===== config.mk =====
export PLATFORM = sky130hd
export DESIGN_NAME = txcol_supervisor
export DESIGN_NICKNAME = d
export VERILOG_FILES = /design/src/rtl/txcol_pkg.sv /design/src/rtl/txcol_heartbeat.sv /design/src/rtl/txcol_backoff.sv /design/src/rtl/txcol_supervisor.sv
export SDC_FILE = /design/constraint.sdc
export NUM_CORES = 1
export LEC_CHECK = 0
export ABC_AREA = 1
export BUFFER_PORTS_ARGS = -buffer_cell sky130_fd_sc_hd__buf_4
export CORE_ASPECT_RATIO = 0.9
export CORE_UTILIZATION = 45
export CTS_BUF_LIST = sky130_fd_sc_hd__clkbuf_16
export DETAILED_ROUTE_END_ITERATION = 7
export PLACE_DENSITY = 0.66
export RECOVER_POWER = 25
export SLEW_MARGIN = 30
export SYNTH_ARGS = -nofsm -noshare
export SYNTH_HDL_FRONTEND = slang
export SYNTH_SLANG_ARGS = --single-unit

===== constraint.sdc =====
create_clock -name clk -period 6.16 [get_ports clk]
set_clock_uncertainty 0.05 [all_clocks]
set_input_delay 0.924 -clock clk [delete_from_list [all_inputs] [get_ports clk]]
set_output_delay 0.924 -clock clk [all_outputs]
set_load 0.01 [all_outputs]

===== src/rtl/txcol_pkg.sv =====
package txcol_pkg;

  // mode_i bit positions
  localparam int M_HB      = 0;
  localparam int M_FORCE   = 1;
  localparam int M_STOPBO  = 2;
  localparam int M_LOCALP  = 3;
  localparam int M_SHORTW  = 4;
  localparam int M_FDX     = 5;
  localparam int MODE_W    = 6;

  // width of the pseudo-random source and of the slot counter
  localparam int LFSR_W    = 16;

  typedef enum logic [1:0] {
    ST_IDLE    = 2'd0,
    ST_SEND    = 2'd1,
    ST_HBWAIT  = 2'd2,
    ST_BACKOFF = 2'd3
  } sup_state_e;

  // byte offset from which a collision counts as late
  function automatic int late_limit(input logic short_win, input int long_b, input int short_b);
    return short_win ? short_b : long_b;
  endfunction

  // largest slot count for a given attempt number, exponent capped
  function automatic logic [LFSR_W-1:0] slot_mask(input int attempt, input int cap);
    int e;
    e = (attempt < cap) ? attempt : cap;
    return LFSR_W'((32'd1 << e) - 32'd1);
  endfunction

  // maximal-length 16-bit Fibonacci step
  function automatic logic [LFSR_W-1:0] lfsr_step(input logic [LFSR_W-1:0] s);
    logic fb;
    fb = s[15] ^ s[13] ^ s[12] ^ s[10];
    return {s[14:0], fb};
  endfunction

endpackage


===== src/rtl/txcol_heartbeat.sv =====
module txcol_heartbeat #(
  parameter int HB_WINDOW = 40
) (
  input  logic clk,
  input  logic rst_n,
  input  logic arm_i,
  input  logic txclk_en_i,
  input  logic col_i,
  output logic miss_o,
  output logic heard_o
);
  localparam int CNT_W = (HB_WINDOW > 1) ? $clog2(HB_WINDOW) : 1;

  logic             active_q;
  logic [CNT_W-1:0] cnt_q;
  logic             last_tick;

  assign last_tick = (cnt_q == CNT_W'(HB_WINDOW - 1));
  assign heard_o   = active_q && col_i;
  assign miss_o    = active_q && !col_i && txclk_en_i && last_tick;

  always_ff @(posedge clk or negedge rst_n) begin
    if (!rst_n) begin
      active_q <= 1'b0;
      cnt_q    <= '0;
    end else if (arm_i) begin
      active_q <= 1'b1;
      cnt_q    <= '0;
    end else if (active_q) begin
      if (heard_o || miss_o) begin
        active_q <= 1'b0;
      end else if (txclk_en_i) begin
        cnt_q <= cnt_q + 1'b1;
      end
    end
  end
endmodule


===== src/rtl/txcol_backoff.sv =====
module txcol_backoff
  import txcol_pkg::*;
#(
  parameter int              SLOT_TICKS  = 512,
  parameter int              BACKOFF_CAP = 10,
  parameter int              ATT_W       = 4,
  parameter logic [15:0]     SEED        = 16'hB5A3
) (
  input  logic              clk,
  input  logic              rst_n,
  input  logic              load_i,
  input  logic [ATT_W-1:0]  attempt_i,
  input  logic              bit_tick_i,
  input  logic              freeze_i,
  output logic              done_o,
  output logic [LFSR_W-1:0] slots_o
);
  localparam int TICK_W = (SLOT_TICKS > 1) ? $clog2(SLOT_TICKS) : 1;

  logic [LFSR_W-1:0] lfsr_q;
  logic [LFSR_W-1:0] slots_q;
  logic [TICK_W-1:0] tick_q;
  logic              busy_q;
  logic              advance;
  logic              slot_end;

  assign done_o   = busy_q && (slots_q == '0);
  assign advance  = busy_q && !done_o && bit_tick_i && !freeze_i;
  assign slot_end = (tick_q == TICK_W'(SLOT_TICKS - 1));
  assign slots_o  = slots_q;

  // free-running random source
  always_ff @(posedge clk or negedge rst_n) begin
    if (!rst_n) lfsr_q <= SEED;
    else        lfsr_q <= lfsr_step(lfsr_q);
  end

  always_ff @(posedge clk or negedge rst_n) begin
    if (!rst_n) begin
      busy_q  <= 1'b0;
      slots_q <= '0;
      tick_q  <= '0;
    end else if (load_i) begin
      busy_q  <= 1'b1;
      slots_q <= lfsr_q & slot_mask(int'(attempt_i), BACKOFF_CAP);
      tick_q  <= '0;
    end else if (done_o) begin
      busy_q <= 1'b0;
    end else if (advance) begin
      if (slot_end) begin
        tick_q  <= '0;
        slots_q <= slots_q - 1'b1;
      end else begin
        tick_q <= tick_q + 1'b1;
      end
    end
  end
endmodule


===== src/rtl/txcol_supervisor.sv =====
module txcol_supervisor
  import txcol_pkg::*;
#(
  parameter int          SLOT_TICKS  = 512,
  parameter int          HB_WINDOW   = 40,
  parameter int          RETRY_LIMIT = 15,
  parameter int          BACKOFF_CAP = 10,
  parameter int          LATE_LONG   = 64,
  parameter int          LATE_SHORT  = 56,
  parameter logic [15:0] LFSR_SEED   = 16'hB5A3
) (
  input  logic                               clk,
  input  logic                               rst_n,
  input  logic [5:0]                         mode_i,
  input  logic                               frame_start_i,
  input  logic                               frame_end_i,
  input  logic                               txclk_en_i,
  input  logic                               bit_tick_i,
  input  logic                               byte_tick_i,
  input  logic                               crs_i,
  input  logic                               col_i,
  output logic                               busy_o,
  output logic                               rx_block_o,
  output logic                               backoff_busy_o,
  output logic                               backoff_done_o,
  output logic [$clog2(RETRY_LIMIT+1)-1:0]   attempts_o,
  output logic                               hb_missing_o,
  output logic                               late_col_o,
  output logic                               retry_exc_o
);
  localparam int ATT_W  = $clog2(RETRY_LIMIT + 1);
  localparam int BYTE_W = $clog2(LATE_LONG + 1);

  sup_state_e        state_q;
  logic [ATT_W-1:0]  attempts_q;
  logic [BYTE_W-1:0] byte_cnt;
  logic [BYTE_W-1:0] late_thr;
  logic [LFSR_W-1:0] bo_slots;
  logic              hb_q, late_q, exc_q;

  // named internal events
  logic in_send, fdx, col_seen, col_late, col_last, bo_load, hb_arm;
  logic hb_miss, hb_heard, bo_done, bo_freeze;

  assign fdx       = mode_i[M_FDX];
  assign in_send   = (state_q == ST_SEND);
  assign late_thr  = BYTE_W'(late_limit(mode_i[M_SHORTW], LATE_LONG, LATE_SHORT));
  assign col_seen  = in_send && !fdx && (col_i || mode_i[M_FORCE]);
  assign col_late  = col_seen && (byte_cnt >= late_thr);
  assign col_last  = col_seen && !col_late && (attempts_q == ATT_W'(RETRY_LIMIT));
  assign bo_load   = col_seen && !col_late && !col_last;
  assign hb_arm    = in_send && !col_seen && frame_end_i && mode_i[M_HB] && !fdx;
  assign bo_freeze = mode_i[M_STOPBO] && crs_i;

  txcol_heartbeat #(.HB_WINDOW(HB_WINDOW)) u_hb (
    .clk        (clk),
    .rst_n      (rst_n),
    .arm_i      (hb_arm),
    .txclk_en_i (txclk_en_i),
    .col_i      (col_i),
    .miss_o     (hb_miss),
    .heard_o    (hb_heard)
  );

  txcol_backoff #(
    .SLOT_TICKS  (SLOT_TICKS),
    .BACKOFF_CAP (BACKOFF_CAP),
    .ATT_W       (ATT_W),
    .SEED        (LFSR_SEED)
  ) u_bo (
    .clk        (clk),
    .rst_n      (rst_n),
    .load_i     (bo_load),
    .attempt_i  (attempts_q + 1'b1),
    .bit_tick_i (bit_tick_i),
    .freeze_i   (bo_freeze),
    .done_o     (bo_done),
    .slots_o    (bo_slots)
  );

  always_ff @(posedge clk or negedge rst_n) begin
    if (!rst_n) begin
      state_q    <= ST_IDLE;
      attempts_q <= '0;
      byte_cnt   <= '0;
      hb_q       <= 1'b0;
      late_q     <= 1'b0;
      exc_q      <= 1'b0;
    end else begin
      unique case (state_q)
        ST_IDLE: begin
          if (frame_start_i) begin
            state_q    <= ST_SEND;
            attempts_q <= '0;
            byte_cnt   <= '0;
            hb_q       <= 1'b0;
            late_q     <= 1'b0;
            exc_q      <= 1'b0;
          end
        end
        ST_SEND: begin
          if (byte_tick_i && (byte_cnt != '1)) byte_cnt <= byte_cnt + 1'b1;
          if (col_late) begin
            late_q  <= 1'b1;
            state_q <= ST_IDLE;
          end else if (col_last) begin
            exc_q   <= 1'b1;
            state_q <= ST_IDLE;
          end else if (bo_load) begin
            attempts_q <= attempts_q + 1'b1;
            state_q    <= ST_BACKOFF;
          end else if (frame_end_i) begin
            state_q <= hb_arm ? ST_HBWAIT : ST_IDLE;
          end
        end
        ST_HBWAIT: begin
          if (hb_miss) begin
            hb_q    <= 1'b1;
            state_q <= ST_IDLE;
          end else if (hb_heard) begin
            state_q <= ST_IDLE;
          end
        end
        ST_BACKOFF: begin
          if (bo_done) begin
            byte_cnt <= '0;
            state_q  <= ST_SEND;
          end
        end
        default: state_q <= ST_IDLE;
      endcase
    end
  end

  assign busy_o         = (state_q != ST_IDLE);
  assign rx_block_o     = in_send && !mode_i[M_LOCALP];
  assign backoff_busy_o = (state_q == ST_BACKOFF);
  assign backoff_done_o = bo_done;
  assign attempts_o     = attempts_q;
  assign hb_missing_o   = hb_q;
  assign late_col_o     = late_q;
  assign retry_exc_o    = exc_q;
endmodule


==> Yosys cells after proc, flatten, opt, wreduce, memory -nomap -nowiden <==
Cells that the tools add are included.
{ "totals": {"ff_bits": 65, "latchBits": 0, "mem_bits_rw": 0, "rom_bits": 0, "inputBits": 15, "elab_cells": 142, "memories": 0} }
{ "classes": {"add_sub_neg": 6, "n_mul": 0, "n_div": 0, "n_lt_le_gt_ge": 2, "eq_ne": 20, "shift": 1, "muxes": 46, "n_bitwise": 4, "reduce_logical": 51} }
{ "ops": {"columns": ["cell", "n"], "rows": [
  ["$mux 16", 4],
  ["$mux 9", 4],
  ["$shl 1x32->16 const A", 1],
  ["$sub 16x1->16 const B", 2],
  ["$mux 7", 4],
  ["$mux 6", 4],
  ["$logic_and 1x1->1", 21],
  ["$pmux 7 s3", 1],
  ["$mux 4", 5],
  ["$mux 2", 9],
  ["$and 16x16->16", 1],
  ["$logic_not 16->1", 1],
  ["$reduce_bool 2->1", 8],
  ["$ne 2x1->1 const B", 6],
  ["$reduce_and 3->1", 4],
  ["$reduce_and 4->1", 3],
  ["$mux 1", 10],
  ["$ne 2x2->1 const B", 5],
  ["$add 9x1->9 const B", 1],
  ["$eq 9x9->1 const B", 1],
  ["$logic_not 1->1", 8],
  ["$pmux 2 s4", 1],
  ["$pmux 4 s2", 1],
  ["$add 7x1->7 const B", 1],
  ["18 further kinds", 24]
]} }

==> Depth between registers and ports, before layout <==
{ "logic_depth": {"depth_word": 14, "ltp_mapped": 15, "ltp_nobuf": 15} }

==> Hierarchy <==
Synthesis repeated with hierarchy kept, for this count alone.
{ "unflattened": {"hier_cells": 556, "hier_area_um2": 4075.2} }
{ "modules_own_cells": {"columns": ["mod", "instances", "cells_each", "area_per_inst_um2", "seq_area_each_um2"], "rows": [
  ["txcol_backoff", 1, 335, 2406.1, 1062.3],
  ["txcol_supervisor", 1, 152, 1221.2, 400.4],
  ["txcol_heartbeat", 1, 69, 447.9, 175.2]
]} }

==> Worst setup path after synthesis <==
Ideal clock, no wire load.
{ "synth_path": {"path_type": "input -> register", "start": "in mode_i[4]", "end": "reg u_bo.slots_q[1] (netlist: u_bo.slots_o[1])", "setup_ns": 0.121, "arrival_time_ns": 2.169, "path_slack_ns": 3.820, "cell_stages": 11, "cell_sequence": "inv_1 > ha_1 > nand2_1 > nand2_1 > a21oi_2 > nand4_4 > inv_2 > buf_4 > o21ai_0 > nand3_1 > o21ai_1"} }
{ "synth_between": {"elab_chain_len": 10} }
{ "synth_rtl": {"columns": ["item", "line", "source"], "rows": [
  ["start: declaration", "txcol_supervisor.sv:14", "input logic [5:0] mode_i,"],
  ["$mux 7 *", "txcol_pkg.sv:24", "return short_win ? short_b : long_b;"],
  ["$ge 7x7->1 *", "txcol_supervisor.sv:49", "assign col_late = col_seen && (byte_cnt >= late_thr);"],
  ["$logic_and 1x1->1 *", "txcol_supervisor.sv:49", null],
  ["$logic_not 1->1 *", "txcol_supervisor.sv:50, txcol_supervisor.sv:51", null],
  ["$logic_and 1x1->1 *", "txcol_supervisor.sv:50, txcol_supervisor.sv:51", null],
  ["$logic_and 1x1->1", "txcol_supervisor.sv:50", "assign col_last = col_seen && !col_late && (attempts_q == ATT_W'(RETRY_LIMIT));"],
  ["$logic_not 1->1", "txcol_supervisor.sv:51", "assign bo_load = col_seen && !col_late && !col_last;"],
  ["$logic_and 1x1->1 *", "txcol_supervisor.sv:51", null],
  ["$ne 2x2->1 (no line) / $reduce_bool 2->1 (equally long branches)", null, null],
  ["$reduce_and 3->1 (no line)", null, null],
  ["end signal: assignment", "txcol_backoff.sv:45", "slots_q <= lfsr_q & slot_mask(int'(attempt_i), BACKOFF_CAP);"],
  ["end signal: assignment", "txcol_backoff.sv:52", "slots_q <= slots_q - 1'b1;"],
  ["end: declaration", "txcol_backoff.sv:21", "logic [LFSR_W-1:0] slots_q;"]
]} }
Every way passes the cells marked *; elsewhere a longest branch is shown, timed or not.
A chain may end at the register's enable or synchronous reset.

==> impl_metrics.ini <==
[detailed_routing]
vias = 3309
first_iter_violations = 190
drt_first_pass_iters = 4
drt-total-wl_um = 8350
drc = 0
post_drt_wl_per_cell_um = 12.6
via_per_inst = 4.98
drtAntennaViolNets = 0

[clocking]
cts_buffers = 9
cts_setup_buffers = 0
cts-root-buf = clkbuf_16
ctsResizeCount = 0
cts_tree = done
clock_latency_ns = 0.33
cts_hold_buf = 0
clock-sinks = 65
cts_max_level = 3
cts_max_path_buffers = 2
clk_pin_slew_ns = 0.05

[critical_path]
path_cells = clkbuf_1
slowest_delay_ns = 2.37
start_kind = input pin
cp.required_ns = 5.76
crit_slowest_cell = clkbuf_1
worst-setup-path-type = in2async
path_delay_family = buffers and inverters
worstPathArrival_ns = 3.36
cp_num_buf_inv = 1
end_kind = async pin
crit_fanout = 65

[timing]
max_freq_ghz = 0.267
rsz0062_at_grt = false
hold_violations = 0
period_share_pct = 60.9
finalSetupViolCount = 0
tightest_slew_ns = 3.43
drv_slew = 66
timing.hold.ws_ns = 0.307
setup_tns_ns = 0
fin_crit_ns = 3.75
maxSlewHeadroom_pct = -129

[floorplan]
die_h_um = 90.9
rows = 32
dieArea_mm2 = 0.00916
coreArea_mm2 = 0.00853
die_w_um = 101
start_util_pct = 46.3
num_io_pins = 26

[cells_and_area]
postLayoutCoreUtil_pct = 52.7
multi_input_area_mm2 = 0.00200
area_delta_synth_final_pct = 13.6
seq_area_mm2 = 0.00164
n_antenna_cell = 0
drive_gt1_share_pct = 12.5
fin_area_mm2 = 0.00449
n_fill_cell = 851
fin_nets = 572

[place]
dpl_cell_area_mm2 = 0.00423
numPortBuffers = 25
dpl.hpwl_um = 5990
place.gp.congestion = 0.825

[yosys]
synth_edf_count = 0
synthTopCellsByArea = dfrtp_1 35%, nand2_1 13%, nand3_1 6.1%
yosysMostFrequentCell = nand2_1
yosysTopAreaCellShare_pct = 35.5
dominantRegCellSynth = dfrtp_1
muxShareOfSynthArea_pct = 0
yosys-top-cells-count = 133 x nand2_1, 64 x inv_1, 56 x dfrtp_1
synth_compound_area_share_pct = 8.36
yosys_warnings = 0
synth_seq_area_share_pct = 41.4
synth_xor_area_share_pct = 4.43
synthesis.area_mm2 = 0.00395
ys_ff_latch = 65
async_reset_ff_share_pct = 100
avgSynthCellArea_um2 = 7.67
synth_top_family_by_area = simple AND/OR/NAND/NOR gates
synth-simple-area-share_pct = 32.7
synthDistinctLibCells = 39
netlist_instances = 515
synth_fa_ha_area_share_pct = 5.06
synth_top_area_cell = dfrtp_1
synth_fp_nets = 546

[power_and_ir_drop]
power_w = 0.00189
leakage_nw = 2.20
ir_drop_uv = 189
p_per_area_mw_per_mm2 = 422

[grt]
grt_pass1_wl_um = 14500
grt.overflow.total = 0
grtUsageTotal_pct = 20.1
grt_max_degree = 66
grt_pass1_vias = 3101
antenna_found_initial = 0

[worst_hold_path]
min_path_type = reg2reg

[run]
cap_violations = 1

[status]
violations = max-capacitance violations, max-slew violations
status = finished, violations left
## stage by stage
step	std cells	setup WS, ns
global route	665	1.66
detailed placement	649	3.00
finish	665	2.41
CTS	665	3.30
floorplan	515	3.82
global placement	649	3.10
## cells by family (layout without fill, tap and decap cells)
family | Yosys count | count (layout)
flip-flops | 65 | 65
AND/OR/NAND/NOR | 281 | 281
adder cells (fa/ha/maj) | 16 | 16
AO/OA/AOI/OAI | 56 | 56
XOR/XNOR | 20 | 20
buffers and inverters | 77 | 108
## cell usage in the layout, fill, tap and decap left out, types with 4 or more instances in the layout
cell,count
a21oi_1,10
buf_4,24
clkbuf_16,9
dfrtp_1,56
dfstp_1,5
dfstp_2,4
ha_1,16
inv_1,64
nand2_1,133
nand2_2,6
nand3_1,48
nand3b_1,5
nand4_1,14
nor2_1,48
nor3_1,10
o21ai_0,27
o21ai_1,7
xnor2_1,7
xor2_1,13
## state kept, by name, indices dropped and copies added (netlist names)
| register | flops |
|---|---|
| hb_missing_o | 1 |
| state_q | 2 |
| u_bo.tick_q | 9 |
| u_hb.active_q | 1 |
| attempts_o | 4 |
| u_bo.busy_q | 1 |
| u_hb.cnt_q | 6 |
| byte_cnt | 7 |
| late_col_o | 1 |
| u_bo.slots_o | 16 |
| retry_exc_o | 1 |
| u_bo.lfsr_q | 16 |
## final timing paths
path / end / slack, ns / start / cells after the start
worst max register to register: u_bo.tick_q[4] / 3.44 / state_q[1] / 8
min in group asynchronous: byte_cnt[3] / 1.70 / rst_n / 1
max in group clk: u_bo.tick_q[4] / 3.32 / mode_i[4] / 10
worst max-delay path: u_bo.lfsr_q[2] / 2.41 / rst_n / 1
worst min-delay path: u_bo.lfsr_q[12] / 0.31 / u_bo.lfsr_q[11] / 0
worst min register to register: u_bo.lfsr_q[12] / 0.31 / u_bo.lfsr_q[11] / 0
## area by class of cell
cell class	count	share of cell area (%)
Clock buffer	9	5.02
Multi-Input combinational cell	373	44.5
Clock inverter	7	0.975
Timing Repair Buffer	25	4.10
Sequential cell	65	36.5
Inverter	67	5.60
Tap cell	119	3.32
## routing by layer
| layer | vias up | share of wire (%) | GRT usage, % |
|---|---|---|---|
| met1 | 1532 | 50 | 27.3 |
| met5 | - | 0 | 0 |
| met4 | 0 | 1.8 | 6.28 |
| met2 | 50 | 45 | 31.8 |
| met3 | 11 | 3.2 | 4.18 |
| li1 | 1716 | - | - |
## power by group
group          internal (W)  total (W)  switching [W]
registers          0.000518   0.000618       0.000100
logic              0.000285   0.000811       0.000527
clock network      0.000271   0.000464       0.000194
(Power assumes the default switching activity.)
